File: src/rtl/ackpoll_master.sv
module ackpoll_master #(
  parameter int HALF_W = 8,
  parameter int TRY_W  = 6
) (
  input  logic              clk,
  input  logic              rst_n,
  input  logic              start_i,
  input  logic [2:0]        chip_sel_i,
  input  logic              hold_bus_i,
  input  logic [HALF_W-1:0] half_per_i,
  input  logic [TRY_W-1:0]  try_lim_i,
  input  logic              sda_i,
  output logic              scl_oe_o,
  output logic              sda_oe_o,
  output logic              busy_o,
  output logic              done_o,
  output logic              timeout_o
);

  typedef enum logic [3:0] {
    ST_IDLE, ST_HOLD, ST_STA, ST_STB, ST_LO, ST_HI, ST_SPA, ST_SPB, ST_GAP
  } state_t;

  state_t              state_q;
  logic [HALF_W:0]     cnt_q;
  logic [3:0]          bit_q;
  logic [TRY_W-1:0]    tries_q;
  logic [HALF_W-1:0]   half_q;
  logic [TRY_W-1:0]    lim_q;
  logic [2:0]          cs_q;
  logic                hold_q;
  logic                acked_q;
  logic                done_q;
  logic                tmo_q;

  logic [HALF_W-1:0]   half_eff;
  logic [TRY_W-1:0]    lim_eff;
  logic [HALF_W:0]     phase_len;
  logic                tick;
  logic [7:0]          ctrl_byte;
  logic                cur_bit;
  logic                last_try;
  logic                idle_like;

  assign half_eff  = (half_q == '0) ? HALF_W'(1) : half_q;
  assign lim_eff   = (lim_q == '0) ? TRY_W'(1) : lim_q;
  assign phase_len = (state_q == ST_GAP) ? {half_eff, 1'b0} : {1'b0, half_eff};
  assign tick      = (cnt_q == phase_len - (HALF_W+1)'(1));
  assign ctrl_byte = {4'b1010, cs_q, 1'b0};
  assign cur_bit   = bit_q[3] ? 1'b1 : ctrl_byte[~bit_q[2:0]];
  assign last_try  = ({1'b0, tries_q} + (TRY_W+1)'(1)) >= {1'b0, lim_eff};
  assign idle_like = (state_q == ST_IDLE) || (state_q == ST_HOLD);

  assign scl_oe_o  = (state_q == ST_LO) || (state_q == ST_SPA) || (state_q == ST_HOLD);
  assign sda_oe_o  = (state_q == ST_STB) || (state_q == ST_SPA) || (state_q == ST_SPB) ||
                     (((state_q == ST_LO) || (state_q == ST_HI)) && !cur_bit);
  assign busy_o    = !idle_like;
  assign done_o    = done_q;
  assign timeout_o = tmo_q;

  always_ff @(posedge clk or negedge rst_n) begin
    if (!rst_n) begin
      state_q <= ST_IDLE;
      cnt_q   <= '0;
      bit_q   <= '0;
      tries_q <= '0;
      half_q  <= '0;
      lim_q   <= '0;
      cs_q    <= '0;
      hold_q  <= 1'b0;
      acked_q <= 1'b0;
      done_q  <= 1'b0;
      tmo_q   <= 1'b0;
    end else begin
      done_q <= 1'b0;
      tmo_q  <= 1'b0;
      if (idle_like) begin
        if (start_i) begin
          state_q <= ST_STA;
          cnt_q   <= '0;
          tries_q <= '0;
          half_q  <= half_per_i;
          lim_q   <= try_lim_i;
          cs_q    <= chip_sel_i;
          hold_q  <= hold_bus_i;
          acked_q <= 1'b0;
        end
      end else if (!tick) begin
        cnt_q <= cnt_q + (HALF_W+1)'(1);
      end else begin
        cnt_q <= '0;
        unique case (state_q)
          ST_STA: state_q <= ST_STB;
          ST_STB: begin
            state_q <= ST_LO;
            bit_q   <= '0;
          end
          ST_LO:  state_q <= ST_HI;
          ST_HI: begin
            if (bit_q == 4'd8) begin
              if (!sda_i && hold_q) begin
                state_q <= ST_HOLD;
                done_q  <= 1'b1;
              end else begin
                acked_q <= !sda_i;
                state_q <= ST_SPA;
              end
            end else begin
              bit_q   <= bit_q + 4'd1;
              state_q <= ST_LO;
            end
          end
          ST_SPA: state_q <= ST_SPB;
          ST_SPB: state_q <= ST_GAP;
          ST_GAP: begin
            if (acked_q) begin
              state_q <= ST_IDLE;
              done_q  <= 1'b1;
            end else if (last_try) begin
              state_q <= ST_IDLE;
              tmo_q   <= 1'b1;
            end else begin
              tries_q <= tries_q + TRY_W'(1);
              state_q <= ST_STA;
            end
          end
          default: state_q <= ST_IDLE;
        endcase
      end
    end
  end

  assert_sda_steady_R3: assert property (@(posedge clk) disable iff (!rst_n)
    (!scl_oe_o && $past(!scl_oe_o) && (sda_oe_o != $past(sda_oe_o)))
      |-> (state_q == ST_STB || state_q == ST_GAP));

  assert_flags_exclusive_R11: assert property (@(posedge clk) disable iff (!rst_n)
    !(done_o && timeout_o));

  assert_done_single_R11: assert property (@(posedge clk) disable iff (!rst_n)
    done_o |=> !done_o);

  assert_tmo_idle_R8: assert property (@(posedge clk) disable iff (!rst_n)
    timeout_o |-> (!busy_o && !scl_oe_o && !sda_oe_o));

  assert_hold_lines_R7: assert property (@(posedge clk) disable iff (!rst_n)
    (state_q == ST_HOLD) |-> (scl_oe_o && !sda_oe_o && !busy_o));

  assert_busy_ignores_R10: assert property (@(posedge clk) disable iff (!rst_n)
    (busy_o && start_i && state_q != ST_GAP) |=> busy_o);

  assert_stop_before_retry_R5: assert property (@(posedge clk) disable iff (!rst_n)
    ($past(state_q) == ST_GAP && state_q == ST_STA) |-> $past(!acked_q));

endmodule

File: config.mk
export PLATFORM = sky130hd
export DESIGN_NAME = ackpoll_master
export DESIGN_NICKNAME = d
export VERILOG_FILES = /design/src/rtl/ackpoll_master.sv
export SDC_FILE = /design/constraint.sdc
export NUM_CORES = 1
export LEC_CHECK = 0
export ABC_CLOCK_PERIOD_IN_PS = 4200
export BUFFER_PORTS_ARGS = -buffer_cell sky130_fd_sc_hd__buf_4
export CORE_MARGIN = 5
export CORE_UTILIZATION = 50
export DETAILED_ROUTE_END_ITERATION = 7
export GPL_ROUTABILITY_DRIVEN = 0
export PLACE_DENSITY = 0.77
export REMOVE_ABC_BUFFERS = 1
export SYNTH_ARGS = -nofsm -noshare
export SYNTH_HDL_FRONTEND = slang
export SYNTH_SLANG_ARGS = --single-unit
File: constraint.sdc
create_clock -name clk -period 4.2 [get_ports clk]
set_clock_uncertainty 0.2 [all_clocks]
set_input_delay 0.42 -clock clk [delete_from_list [all_inputs] [get_ports clk]]
set_output_delay 0.42 -clock clk [all_outputs]
set_load 0.02 [all_outputs]
---- Word level (Yosys, flattened, before mapping) ----
Cells that the tools add are included.
storage, ports and cells
  output and inout port bits .............. 5
  bits of input ports ..................... 22
  register bits after elaboration ......... 44
  word-level logic and storage cells ...... 102
operators by class
  reduce and logical (&&, ||, !) cells .... 25
  mux-type cells .......................... 42
  $lt $le $gt $ge ......................... 2
  $add $sub $neg .......................... 5
  bitwise gates (word level) .............. 2
  equal/unequal tests ..................... 15
operator list
  cell                 count
  $mux 6               7
  $mux 9               4
  $pmux 4 s7           1
  $mux 4               5
  $mux 1               18
  $eq 4x3->1 const B   4
  $reduce_and 5->1     2
  $reduce_bool 2->1    5
  $add 9x1->9 const B  1
  $eq 9x9->1           1
  $sub 9x1->9 const B  1
  $eq 4x2->1 const B   2
  $eq 4x4->1 const B   2
  $logic_not 8->1      1
  $mux 8               1
  $pmux 4 s2           1
  $add 6x1->7 const B  1
  $ge 7x6->1           1
  $logic_or 1x1->1     7
  $add 6x1->6 const B  1
  $logic_not 6->1      1
  $ne 2x2->1 const B   3
  $add 4x1->4 const B  1
  $eq 4x1->1 const B   1
  other kinds (13)     19

---- Longest topological paths before layout ----
  word-level depth ........................ 8
  mapped depth ............................ 16
  gate-level depth less buffers ........... 13

---- Worst setup path before layout ----
OpenSTA, ideal clock, no wires.
  kind .................................... flip-flop to flip-flop
  from .................................... register state_q[2]
  to ...................................... register bit_q[0]
  period minus slack after synthesis ...... 3.714 ns
  required time ........................... 3.872 ns
  path buffers ............................ 2
  arrival time ............................ 3.386 ns
  path slack .............................. 0.486 ns
  stages on the path, launching flop included .. 14
  setup time .............................. 0.128 ns
  path through ............................ dfrtp_1 > or4b_1 > buf_2 > buf_6 > a21oi_1 > ha_1 > or3b_2 > mux2i_1 > a2bb2oi_2 > xor2_1 > o2111a_1 > nand4_1 > or3_1 > mux2_1
on the way
  longest elaborated chain between the ends .. 5
  elaborated cells on any way between the ends .. 14
  classes of those cells .................. add/sub: 1; eq/ne: 6; mux: 2; bitwise: 1; reduce/logical: 4
ends and longest elaborated chain
  element                            line  RTL
  start, declared                    24    state_t state_q;
  start signal, assigned             63    state_q <= ST_IDLE;
  start signal, assigned             79    state_q <= ST_STA;
  start signal, assigned             93    ST_STA: state_q <= ST_STB;
  $eq 4x4->1                         47    assign phase_len = (state_q == ST_GAP) ? {half_eff, 1'b0} : {1'b0, half_eff};
  $mux 9                             47
  $sub 9x1->9                        48    assign tick = (cnt_q == phase_len - (HALF_W+1)'(1));
  $eq 9x9->1                         48
  $reduce_and 4->1 (no source line)  -
  end signal, assigned               109   bit_q <= bit_q + 4'd1;
  end, declared                      26    logic [3:0] bit_q;
Parallel ways exist; a longest one is shown, timed or not.
A chain may end at the register's enable or synchronous reset.

---- Final worst setup path ----
  from .................................... register state_q[1]
  to ...................................... register tries_q[4]
on the way
  longest elaborated chain between the ends .. 6
  elaborated cells on any way between the ends .. 14
  classes of those cells .................. add/sub: 1; eq/ne: 6; mux: 2; reduce/logical: 5
ends and longest elaborated chain
  element                             line    RTL
  $eq 4x4->1                          47, 92
  $mux 9                              47
  $sub 9x1->9                         48
  $eq 9x9->1                          48
  $reduce_bool 2->1 (no source line)  -
  $reduce_and 5->1 (no source line)   -
  end signal, assigned                123     tries_q <= tries_q + TRY_W'(1);
  end, declared                       27      logic [TRY_W-1:0] tries_q;
Parallel ways exist; a longest one is shown, timed or not.

==> metrics.txt <==
# TYPE chip_impl_metric gauge
chip_impl_metric{name="start_util",unit="%"} 52.0
chip_impl_metric{name="synth_async_sr_flop_share",unit="%"} 100
chip_impl_metric{name="coreArea",unit="sq mm"} 0.00557
chip_impl_metric{name="clock_power_share",unit="%"} 38.4
chip_impl_metric{name="period_share",unit="%"} 94.4
chip_impl_metric{name="drt-pass1-iter-count",unit=""} 4
chip_impl_metric{name="vias_per_cell",unit=""} 5.61
chip_impl_metric{name="portBuffers",unit=""} 26
chip_impl_metric{name="design.die.area",unit="sq mm"} 0.00742
chip_impl_metric{name="post-dp-hpwl",unit="microns"} 4200
chip_impl_metric{name="drt-total-wl",unit="microns"} 5830
chip_impl_metric{name="stdcell_area",unit="sq mm"} 0.00329
chip_impl_metric{name="drc_errors",unit=""} 0
chip_impl_info{name="most-common-layout-cells",value="44 x dfrtp_1, 36 x buf_4, 28 x nor2_1"} 1
chip_impl_metric{name="seq_power_share",unit="%"} 57.5
chip_impl_metric{name="power.net_switching",unit="uW"} 166
chip_impl_metric{name="avgSynthCellArea",unit="sq um"} 9.72
chip_impl_metric{name="cp.arrival",unit="ns"} 3.96
chip_impl_metric{name="clkSinkCount",unit=""} 44
chip_impl_info{name="crit-reg2reg-capture",value="tries_q[4]"} 1
chip_impl_info{name="critPathCaptureType",value="register"} 1
chip_impl_metric{name="final_nets",unit=""} 360
chip_impl_metric{name="ios",unit=""} 27
chip_impl_metric{name="synth.lib_cells_used.distinct",unit=""} 57
chip_impl_metric{name="first_global_vias",unit=""} 2288
chip_impl_metric{name="final_core_util",unit="%"} 59.1
chip_impl_metric{name="drv_slew",unit=""} 0
chip_impl_info{name="worst_setup_path_type",value="register to register"} 1
chip_impl_metric{name="insertedDiodeCount",unit=""} 0
chip_impl_info{name="yosys_top_cell_by_area",value="dfrtp_1"} 1
chip_impl_info{name="status",value="finished clean"} 1
chip_impl_info{name="crit_end",value="tries_q[4]"} 1
chip_impl_metric{name="fmaxAchievable",unit="GHz"} 0.252
chip_impl_metric{name="grt_first_pass_wirelength",unit="microns"} 10300
chip_impl_metric{name="chipHeight",unit="microns"} 86.1
chip_impl_metric{name="critical_path.max_fanout",unit=""} 19
chip_impl_info{name="crit-reg2reg-launch",value="state_q[1]"} 1
chip_impl_info{name="clock_tree.root_cell",value="clkbuf_8"} 1
chip_impl_metric{name="synth_enable_flop_cells",unit=""} 0
chip_impl_metric{name="synth.yosys.warnings",unit=""} 0
chip_impl_metric{name="reg2reg_setup_slack",unit="ns"} 0.24
chip_impl_metric{name="clkTransAtPathRegs",unit="ns"} 0.08
chip_impl_info{name="final_common_cell",value="dfrtp_1"} 1
chip_impl_info{name="synth.top_cells.by_area",value="dfrtp_1 38%, mux2_2 8.5%, ha_1 5.2%"} 1
chip_impl_metric{name="rows",unit=""} 27
chip_impl_metric{name="maximum_number_of_pins_on_one_net_before_global_route_repair",unit=""} 45
chip_impl_metric{name="max-vdd-ir-drop",unit="mV"} 0.163
chip_impl_metric{name="r2r.worst_path.cells",unit=""} 13
chip_impl_metric{name="clock_latency",unit="ns"} 0.30
chip_impl_metric{name="holdWs",unit="ns"} 0.0979
chip_impl_metric{name="netlist_instances",unit=""} 298
chip_impl_info{name="worst_hold_path_type",value="primary input to register"} 1
chip_impl_metric{name="final_period_minus_worst_setup_slack",unit="ns"} 3.96
chip_impl_metric{name="detailedRoute.firstIterationViolations",unit=""} 59
chip_impl_metric{name="worstPathRequired",unit="ns"} 4.20
chip_impl_metric{name="portion_of_the_post_synthesis_area_used_by_sequential_elements",unit="%"} 38.0
chip_impl_metric{name="die_x",unit="microns"} 86.1
chip_impl_metric{name="report.final.hold_viol_count",unit=""} 0
chip_impl_metric{name="netlist_area",unit="sq mm"} 0.00290
chip_impl_metric{name="final_antenna_net_count",unit=""} 0
chip_impl_metric{name="cts_inserted_buffers",unit=""} 5
chip_impl_info{name="cp-startpoint",value="state_q[1]"} 1
chip_impl_metric{name="placement.cell_area",unit="sq mm"} 0.00317
chip_impl_metric{name="netSwitchingFraction",unit="%"} 22.5
chip_impl_metric{name="p_per_area",unit="mW/mm^2"} 224
chip_impl_metric{name="clk_path_buf_depth",unit=""} 2
chip_impl_metric{name="yosys_register_bits",unit=""} 44
chip_impl_info{name="grt_setup_unrepaired",value="no"} 1
chip_impl_metric{name="layout-area-overhead-vs-synth",unit="%"} 13.6
chip_impl_metric{name="grt_antenna_before_repair",unit=""} 0
chip_impl_info{name="postSynth.topFlopCell",value="dfrtp_1"} 1
chip_impl_metric{name="clock_tree.htree_level_count",unit=""} 2
chip_impl_metric{name="routed_wire_length_per_instance",unit="microns"} 14.6
chip_impl_metric{name="num_vias",unit=""} 2239
chip_impl_metric{name="post_route_cells_drive_above_1_share",unit="%"} 25.4
chip_impl_metric{name="synth_top_area_share",unit="%"} 38.0
chip_impl_info{name="tritoncts",value="yes"} 1
chip_impl_info{name="critPathLaunchType",value="register"} 1
chip_impl_metric{name="gr_overflow_total",unit=""} 0
chip_impl_metric{name="grt_usage",unit="%"} 17.1
chip_impl_metric{name="combinationalPowerShare",unit="%"} 4.1
chip_impl_metric{name="report.final.setup_viol",unit=""} 0
chip_impl_metric{name="worst-slew-pin-transition",unit="ns"} 1.10
chip_impl_metric{name="timing.max_slew.rel_slack",unit="%"} 26.7
chip_impl_metric{name="maxCapViolCount",unit=""} 0
chip_impl_metric{name="cell_internal_pwr",unit="uW"} 571
chip_impl_metric{name="p_leak",unit="uW"} 0.00151
==> cells in the mapped netlist (3+ instances only) <==
cell type,n
clkbuf_1,5
and2_1,4
nor2b_1,4
inv_1,10
ha_1,12
nand3_1,12
nand2_1,23
mux2i_1,10
a21o_1,3
nand2b_1,5
o211ai_1,4
xor2_1,10
o21ai_0,6
or3_1,3
nand3b_1,5
xnor2_1,9
a31oi_1,3
nor3_1,7
and3_1,4
nand4_1,3
nor2_1,28
dfrtp_1,44
nor3b_1,3
buf_2,8
a21oi_1,9
mux2_2,22
o31ai_1,6
==> per-layer routing <==
layer,global-route usage (%),wire [microns]
met5,0,0
met4,5.04,58
met3,3.36,234
met2,29.2,2840
met1,21.7,2690
==> stage by stage <==
step,instances,total power (uW),worst slack [ns],TNS [ns]
global placement,390,463,0.427,0
detailed placement,390,463,0.344,0
floorplan,282,437,-0.259,-0.931
finish,399,737,0.236,0
global route,399,768,0.0356,0
CTS,399,748,0.254,0
==> worst max-delay path, stage by stage, from the launching register on <==
cell and delay [ns]:
dfrtp_1 0.38, buf_4 0.17, nor4b_4 0.50, or2_2 0.20
ha_1 0.22, or3b_2 0.46, mux2i_1 0.19, a2bb2oi_2 0.18
xor2_1 0.20, o2111a_1 0.21, nand4_1 0.13, buf_4 0.25
nor2_4 0.21, mux2_2 0.36
==> cells by family (layout without fill, tap and decap cells) <==
logic type	Yosys count	count (layout)	share of synthesized area [%]
AOI/OAI and AO/OA	49	49	12.3
xor gates and xnor gates	19	19	5.74
adders and majority gates	12	12	5.18
buffers and inverters	26	55	4.23
DFF	44	44	38.0
muxes	33	33	12.4
and+or+nand+nor	115	115	22.1
==> cell type report <==
| cell class | instances | area (sq um) |
|---|---|---|
| timing repair buffer | 37 | 280 |
| clock buffer | 6 | 82.6 |
| multi-input combinational | 228 | 1690 |
| sequential | 44 | 1100 |
| fill | 488 | 2280 |
| inverter | 10 | 37.5 |
| tap | 72 | 90.1 |
| clock inverter | 2 | 10.0 |
==> state kept, by name, summed over array words and instances, names as in the netlist <==
name / flops
timeout_o: 1
lim_q: 6
cnt_q: 9
hold_q: 1
bit_q: 4
state_q: 4
half_q: 8
done_o: 1
tries_q: 6
acked_q: 1
cs_q: 3
==> worst min-delay path by stage <==
stage / start / to / slack, ns / cells after the start
2_1_floorplan: rst_n / acked_q / -0.08 / 0
3_3_place_gp: rst_n / cnt_q[4] / 0.25 / 1
3_5_place_dp: rst_n / cnt_q[4] / 0.25 / 1
4_1_cts: sda_i / acked_q / 0.09 / 2
5_1_grt: sda_i / acked_q / 0.09 / 2
6_report: sda_i / acked_q / 0.1 / 2
==> timing repair <==
| action | CTS | global route |
|---|---|---|
| endpoints found under the hold margin | 44 | 0 |
| hold buffers | 1 | 0 |
| setup endpoints to repair | 0 | 13 |
| buffers inserted | 0 | 0 |
| resized for setup | 0 | 3 |
==> power by group through the flow <==
| stage | logic [uW] | clock network [uW] | registers, uW |
|---|---|---|---|
| floorplan | 3.80 | 0 | 433 |
| global placement | 30.3 | 0 | 432 |
| detailed placement | 30.5 | 0 | 432 |
| CTS | 31.3 | 293 | 424 |
| global route | 34.5 | 310 | 424 |
| finish | 30.2 | 283 | 424 |
(Power assumes the default switching activity.)
